$ cat config.mk
export PLATFORM = sky130hd
export DESIGN_NAME = wdog_guard
export DESIGN_NICKNAME = d
export VERILOG_FILES = /design/src/rtl/wdog_pkg.sv /design/src/rtl/wdog_unlock.sv /design/src/rtl/wdog_cfg.sv /design/src/rtl/wdog_count.sv /design/src/rtl/wdog_guard.sv
export SDC_FILE = /design/constraint.sdc
export NUM_CORES = 1
export LEC_CHECK = 0
export ABC_AREA = 1
export BUFFER_PORTS_ARGS = -buffer_cell sky130_fd_sc_hd__buf_2
export CORE_MARGIN = 5
export CORE_UTILIZATION = 53
export CTS_CLUSTER_SIZE = 40
export DETAILED_ROUTE_END_ITERATION = 8
export GPL_TIMING_DRIVEN = 0
export HOLD_SLACK_MARGIN = 0.1
export PLACE_DENSITY = 0.82
export SLEW_MARGIN = 20
export SYNTH_ARGS = -nofsm -noshare
export SYNTH_HDL_FRONTEND = slang
export SYNTH_SLANG_ARGS = --single-unit
$ cat constraint.sdc
create_clock -name clk -period 2.3 [get_ports clk]
set_clock_uncertainty 0.2 [all_clocks]
set_input_delay 0.345 -clock clk [delete_from_list [all_inputs] [get_ports clk]]
set_output_delay 0.345 -clock clk [all_outputs]
set_load 0.005 [all_outputs]
$ cat src/rtl/wdog_pkg.sv
package wdog_pkg;
  localparam int DW         = 8;
  localparam int EN_BIT     = 3;
  localparam int CE_BIT     = 4;
  localparam int SEL_HI_BIT = 5;
  localparam int FLAG_BIT   = 7;
  localparam int SEL_W      = 4;
  localparam int SEL_MAX    = 9;

  typedef struct packed {
    logic             en;
    logic [SEL_W-1:0] sel;
  } wd_cfg_t;

  function automatic logic [SEL_W-1:0] sel_of(input logic [DW-1:0] d);
    return {d[SEL_HI_BIT], d[2:0]};
  endfunction
endpackage

$ cat src/rtl/wdog_unlock.sv
module wdog_unlock
  import wdog_pkg::*;
#(
  parameter int WIN_CYC = 4
) (
  input  logic          clk,
  input  logic          por,
  input  logic          rst,
  input  logic          wr_en,
  input  logic [DW-1:0] wr_data,
  output logic          win_open,
  output logic          apply
);
  localparam int WW = $clog2(WIN_CYC + 1);

  logic [WW-1:0] win_q;
  logic          unlock_hit;

  assign unlock_hit = wr_en && wr_data[CE_BIT] && wr_data[EN_BIT];
  assign win_open   = (win_q != '0);
  assign apply      = wr_en && win_open && !unlock_hit;

  always_ff @(posedge clk) begin
    if (por || rst)          win_q <= '0;
    else if (unlock_hit)     win_q <= WW'(WIN_CYC);
    else if (apply)          win_q <= '0;
    else if (win_q != '0)    win_q <= win_q - 1'b1;
  end


  win_decay_chk: assert property (@(posedge clk) disable iff (por || rst)
    (win_q != '0 && !wr_en) |=> (win_q == $past(win_q) - 1'b1));

  win_arm_chk: assert property (@(posedge clk) disable iff (por || rst)
    unlock_hit |=> win_open);
endmodule

$ cat src/rtl/wdog_cfg.sv
module wdog_cfg
  import wdog_pkg::*;
(
  input  logic          clk,
  input  logic          por,
  input  logic          rst,
  input  logic          apply,
  input  logic [DW-1:0] wr_data,
  input  logic          expire,
  input  logic          stat_we,
  input  logic          stat_wdata,
  output wd_cfg_t       cfg,
  output logic          flag
);
  logic [SEL_W-1:0] new_sel;
  logic             sel_ok;

  assign new_sel = sel_of(wr_data);
  assign sel_ok  = (new_sel <= SEL_W'(SEL_MAX));

  always_ff @(posedge clk) begin
    if (por) begin
      cfg.en  <= 1'b0;
      cfg.sel <= '0;
      flag    <= 1'b0;
    end else if (rst) begin
      cfg.en  <= 1'b1;
      cfg.sel <= '0;
    end else begin
      if (apply) begin
        cfg.en <= wr_data[EN_BIT] | flag | expire;
        if (sel_ok) cfg.sel <= new_sel;
      end
      if (expire)                       flag <= 1'b1;
      else if (stat_we && !stat_wdata)  flag <= 1'b0;
    end
  end


  flag_forces_en_chk: assert property (@(posedge clk) disable iff (por)
    flag |-> cfg.en);

  reserved_sel_chk: assert property (@(posedge clk) disable iff (por || rst)
    (apply && !sel_ok) |=> $stable(cfg.sel));

  por_state_chk: assert property (@(posedge clk)
    por |=> (!cfg.en && !flag && cfg.sel == '0));

  sys_rst_state_chk: assert property (@(posedge clk)
    (rst && !por) |=> (cfg.en && cfg.sel == '0));
endmodule

$ cat src/rtl/wdog_count.sv
module wdog_count
  import wdog_pkg::*;
#(
  parameter int BASE_SHIFT = 11
) (
  input  logic    clk,
  input  logic    por,
  input  logic    rst,
  input  logic    tick,
  input  logic    kick,
  input  wd_cfg_t cfg,
  output logic    expire,
  output logic    req
);
  localparam int CW = BASE_SHIFT + SEL_MAX + 1;

  logic [CW-1:0] cnt_q;
  logic [CW-1:0] lim_m1;

  assign lim_m1 = (CW'(1) << (BASE_SHIFT + int'(cfg.sel))) - 1'b1;
  assign expire = cfg.en && tick && !kick && (cnt_q >= lim_m1);

  always_ff @(posedge clk) begin
    if (por || rst) begin
      cnt_q <= '0;
      req   <= 1'b0;
    end else begin
      req <= expire;
      if (kick || !cfg.en || expire) cnt_q <= '0;
      else if (tick)                 cnt_q <= cnt_q + 1'b1;
    end
  end


  req_needs_en_chk: assert property (@(posedge clk) disable iff (por || rst)
    req |-> $past(cfg.en));

  kick_blocks_chk: assert property (@(posedge clk) disable iff (por || rst)
    kick |=> !req);

  req_pulse_chk: assert property (@(posedge clk) disable iff (por || rst)
    req |=> !req);
endmodule

$ cat src/rtl/wdog_guard.sv
module wdog_guard
  import wdog_pkg::*;
#(
  parameter int BASE_SHIFT = 11,
  parameter int WIN_CYC    = 4
) (
  input  logic          clk,
  input  logic          por,
  input  logic          rst,
  input  logic          tick,
  input  logic          kick,
  input  logic          wr_en,
  input  logic [DW-1:0] wr_data,
  input  logic          stat_we,
  input  logic          stat_wdata,
  output logic [DW-1:0] ctrl_rd,
  output logic          wd_flag,
  output logic          sys_rst_req
);
  wd_cfg_t cfg;
  logic    win_open, apply, expire, flag;

  wdog_unlock #(.WIN_CYC(WIN_CYC)) u_unlock (
    .clk(clk), .por(por), .rst(rst), .wr_en(wr_en), .wr_data(wr_data),
    .win_open(win_open), .apply(apply)
  );

  wdog_cfg u_cfg (
    .clk(clk), .por(por), .rst(rst), .apply(apply), .wr_data(wr_data),
    .expire(expire), .stat_we(stat_we), .stat_wdata(stat_wdata),
    .cfg(cfg), .flag(flag)
  );

  wdog_count #(.BASE_SHIFT(BASE_SHIFT)) u_count (
    .clk(clk), .por(por), .rst(rst), .tick(tick), .kick(kick), .cfg(cfg),
    .expire(expire), .req(sys_rst_req)
  );

  always_comb begin
    ctrl_rd             = '0;
    ctrl_rd[2:0]        = cfg.sel[2:0];
    ctrl_rd[SEL_HI_BIT] = cfg.sel[3];
    ctrl_rd[EN_BIT]     = cfg.en;
    ctrl_rd[CE_BIT]     = win_open;
    ctrl_rd[FLAG_BIT]   = flag;
  end

  assign wd_flag = flag;


  flag_on_expiry_chk: assert property (@(posedge clk) disable iff (por || rst)
    sys_rst_req |-> wd_flag);
endmodule

==> results.py <==
metrics = {
    "run_status": {
        "outcome": "finished with violations",
        "violations": "negative setup slack",
    },
    "die": {
        "start_util": 0.538,
        "die_h_um": 75.8,
        "rows": 24,
        "die_x_um": 75.8,
        "die_area_um2": 5750,
        "io_pins": 26,
        "core_area_um2": 4260,
    },
    "logic_synthesis": {
        "synthCells": 335,
        "synth_area_um2": 2300,
        "synth_seq_cells": 31,
        "syn_area_per_cell_um2": 6.85,
        "synth-seq-area-share": 0.270,
        "yosysUniqueCellTypes": 34,
        "ys_warn_count": 0,
    },
    "cts": {
        "path_clk_slew_ns": 0.06,
        "clk_latency_ns": 0.29,
        "root_buffer": "clkbuf_8",
        "cts_num_sinks": 31,
        "numCtsBuffers": 5,
        "htreeDepth": 2,
        "cts_tree": "done",
        "clock_path_buffers": 2,
    },
    "sta": {
        "maxSlewViolCount": 0,
        "post-route-min-period_ns": 2.44,
        "finalSetupViolations": 24,
        "final-hold-violation-count": 0,
        "whs_ns": 0.109,
        "setup_ws_ns": -0.143,
        "rsz0062_at_grt": "true",
        "timing.fmax_mhz": 409,
        "timing.final.crit_share": 1.06,
    },
    "global_routing": {
        "grt-busiest-layer": "met2",
        "first_global_vias": 1998,
        "grtUsageTotal": 0.192,
        "grt_use_met3": 0.0449,
        "grtUsageMet2": 0.339,
        "antenna_found_initial": 0,
        "grt_overflow_total": 0,
        "grtUsageMet1": 0.217,
        "grt_max_degree": 11,
        "grt_first_pass_wirelength_um": 8340,
    },
    "worst_setup_path": {
        "cp.arrival_ns": 2.42,
        "worstPathRequired_ns": 2.28,
        "crit_fanout": 5,
        "end_kind": "flop",
        "cp-start-kind": "flop",
        "critPathKind": "flop to flop",
    },
    "final_layout": {
        "drive_gt1_frac": 0.239,
        "fin_nets": 421,
        "n_antenna_cell": 0,
        "syn_to_final_growth_pct": 20.6,
        "final.fill_count": 372,
    },
    "routing": {
        "via_per_inst": 4.98,
        "drtIter0Drc": 96,
        "via_count": 2155,
        "routed_wl_um": 5210,
        "drc": 0,
        "first_pass_iters": 4,
        "drt-wirelength-per-cell_um": 12.0,
        "route.antenna.remaining_nets": 0,
    },
    "power": {
        "powerDensity_nw_per_um2": 394,
        "p_leak_nw": 1.27,
        "peakVddDrop_mv": 0.321,
    },
    "job": {
        "cap_violations": 0,
    },
    "place": {
        "dp_hpwl_um": 3710,
        "routabilityCongestion": 0.842,
        "pre_cts_slack_ns": -0.210,
        "numPortBuffers": 21,
    },
    "worst_hold_path": {
        "hp-class": "input port to flop",
    },
}
power breakdown:
group | total (W) | switching (W) | internal [W]
combinational | 0.000127 | 0.0000737 | 0.0000532
sequential | 0.000545 | 0.00000457 | 0.000541
clock | 0.000419 | 0.000207 | 0.000212
total | 0.00109 | 0.000285 | 0.000806
critical path: stages, from the launching register on:
cell and delay (ns):
dfxtp_4 0.36, nor2_2 0.09, inv_2 0.06, o21ai_2 0.15, nor2_1 0.07, xor2_1 0.15
ha_1 0.32, nand2_2 0.09, nor2_4 0.12, nand2_2 0.07, nor2_1 0.11, nand2_1 0.07
nand3_2 0.09, nand2_4 0.09, nand2_8 0.11, buf_6 0.13, nor2_1 0.04
cells in the final DEF, fill, tap and decap left out, drive strengths merged:
cell | netlist | final
nand2 | 79 | 79
nor2 | 66 | 66
inv | 47 | 47
buf | 6 | 38
dfxtp | 31 | 31
ha | 25 | 25
nand3 | 18 | 18
a21oi | 14 | 14
xor2 | 13 | 13
conb | 2 | 8
clkbuf | 1 | 8
xnor2 | 6 | 6
o21ai | 6 | 6
nand4 | 3 | 3
nor3 | 3 | 3
a211oi | 3 | 3
nor4 | 2 | 2
or2 | 2 | 2
nand3b | 2 | 2
o221ai | 1 | 1
a31oi | 1 | 1
a21o | 1 | 1
o21bai | 1 | 1
mux2i | 1 | 1
o211ai | 1 | 1
clkinv | 0 | 1
worst paths after layout:
kind | slack [ns] | cells after the start | from | end
max reg2reg | -0.14 | 16 | u_cfg.cfg[1] | u_count.cnt_q[20]
max | -0.14 | 16 | u_cfg.cfg[1] | u_count.cnt_q[20]
min reg2reg | 0.29 | 2 | u_unlock.win_q[1] | u_unlock.win_q[1]
min | 0.11 | 3 | stat_wdata | u_cfg.flag
what timing repair did:
action | CTS | global route
buffers inserted | 7 | 2
pin swaps | 10 | 13
gates cloned | 2 | 0
endpoints found under the setup margin | 21 | 24
resized for setup | 18 | 22
hold buffers | 0 | 0
layout make-up:
type | instances | area [µm²] | share of cell area
clock buffer | 7 | 76.3 | 0.0276
clock inverter | 1 | 5.00 | 0.00181
tap | 52 | 65.1 | 0.0235
sequential | 31 | 631 | 0.228
inverter | 47 | 179 | 0.0646
buffer | 7 | 60.1 | 0.0217
timing repair buffer | 32 | 195 | 0.0705
multi-input combinational | 256 | 1560 | 0.563
kinds of logic after synthesis:
family | Yosys count | share of synthesized area
AO/OA/AOI/OAI | 28 | 0.0698
XOR/XNOR | 19 | 0.0725
adder cells (fa/ha/maj) | 25 | 0.136
buffers and inverters | 54 | 0.101
flip-flops | 31 | 0.270
multiplexers | 1 | 0.00436
other | 2 | 0.00327
AND/OR/NAND/NOR | 175 | 0.343
state kept, by name, summed over array words and instances (netlist names):
signal / cells
u_cfg.cfg: 5
u_cfg.flag: 1
u_count.cnt_q: 21
u_count.req: 1
u_unlock.win_q: 3
metrics by stage:
stage	std cells	area, µm²	power, W	TNS [ns]	util
2_1_floorplan	341	2320	0.000637	0	-
3_3_place_gp	414	2490	0.000666	-3.47	0.584
3_5_place_dp	414	2490	0.000669	-3.95	0.584
4_1_cts	431	2690	0.00109	-0.361	0.631
5_1_grt	433	2770	0.00114	-5.98	0.649
6_report	433	2770	0.00109	-2.88	0.649
metal layers:
metal,wire length [µm],share of wire
met5,0,0
met4,134,0.026
met3,239,0.046
met2,2670,0.51
met1,2170,0.42
Yosys cell counts:
cell	number	area, µm²
nand2_1	78	293
nor2_1	57	214
inv_1	44	165
dfxtp_1	31	621
ha_1	25	313
nand3_1	15	75.1
a21oi_1	14	70.1
xor2_1	13	114
o21ai_0	6	30.0
xnor2_1	6	52.6
buf_4	5	37.5
nor2_2	5	31.3
nor2_4	4	45.0
a211oi_1	3	22.5
nand3_2	3	30.0
nand4_1	3	18.8
nor3_2	3	30.0
conb_1	2	7.51
inv_2	2	7.51
nor4_1	2	12.5
a21o_1	1	7.51
a31oi_1	1	6.26
buf_6	1	11.3
clkbuf_1	1	3.75
inv_4	1	6.26
mux2i_1	1	10.0
nand2_2	1	6.26
nand3b_1	1	7.51
nand3b_2	1	11.3
o211ai_1	1	7.51
o21bai_1	1	7.51
o221ai_1	1	8.76
or2_1	1	6.26
or2_2	1	6.26
No activity file was read; power rests on OpenSTA's default activity.
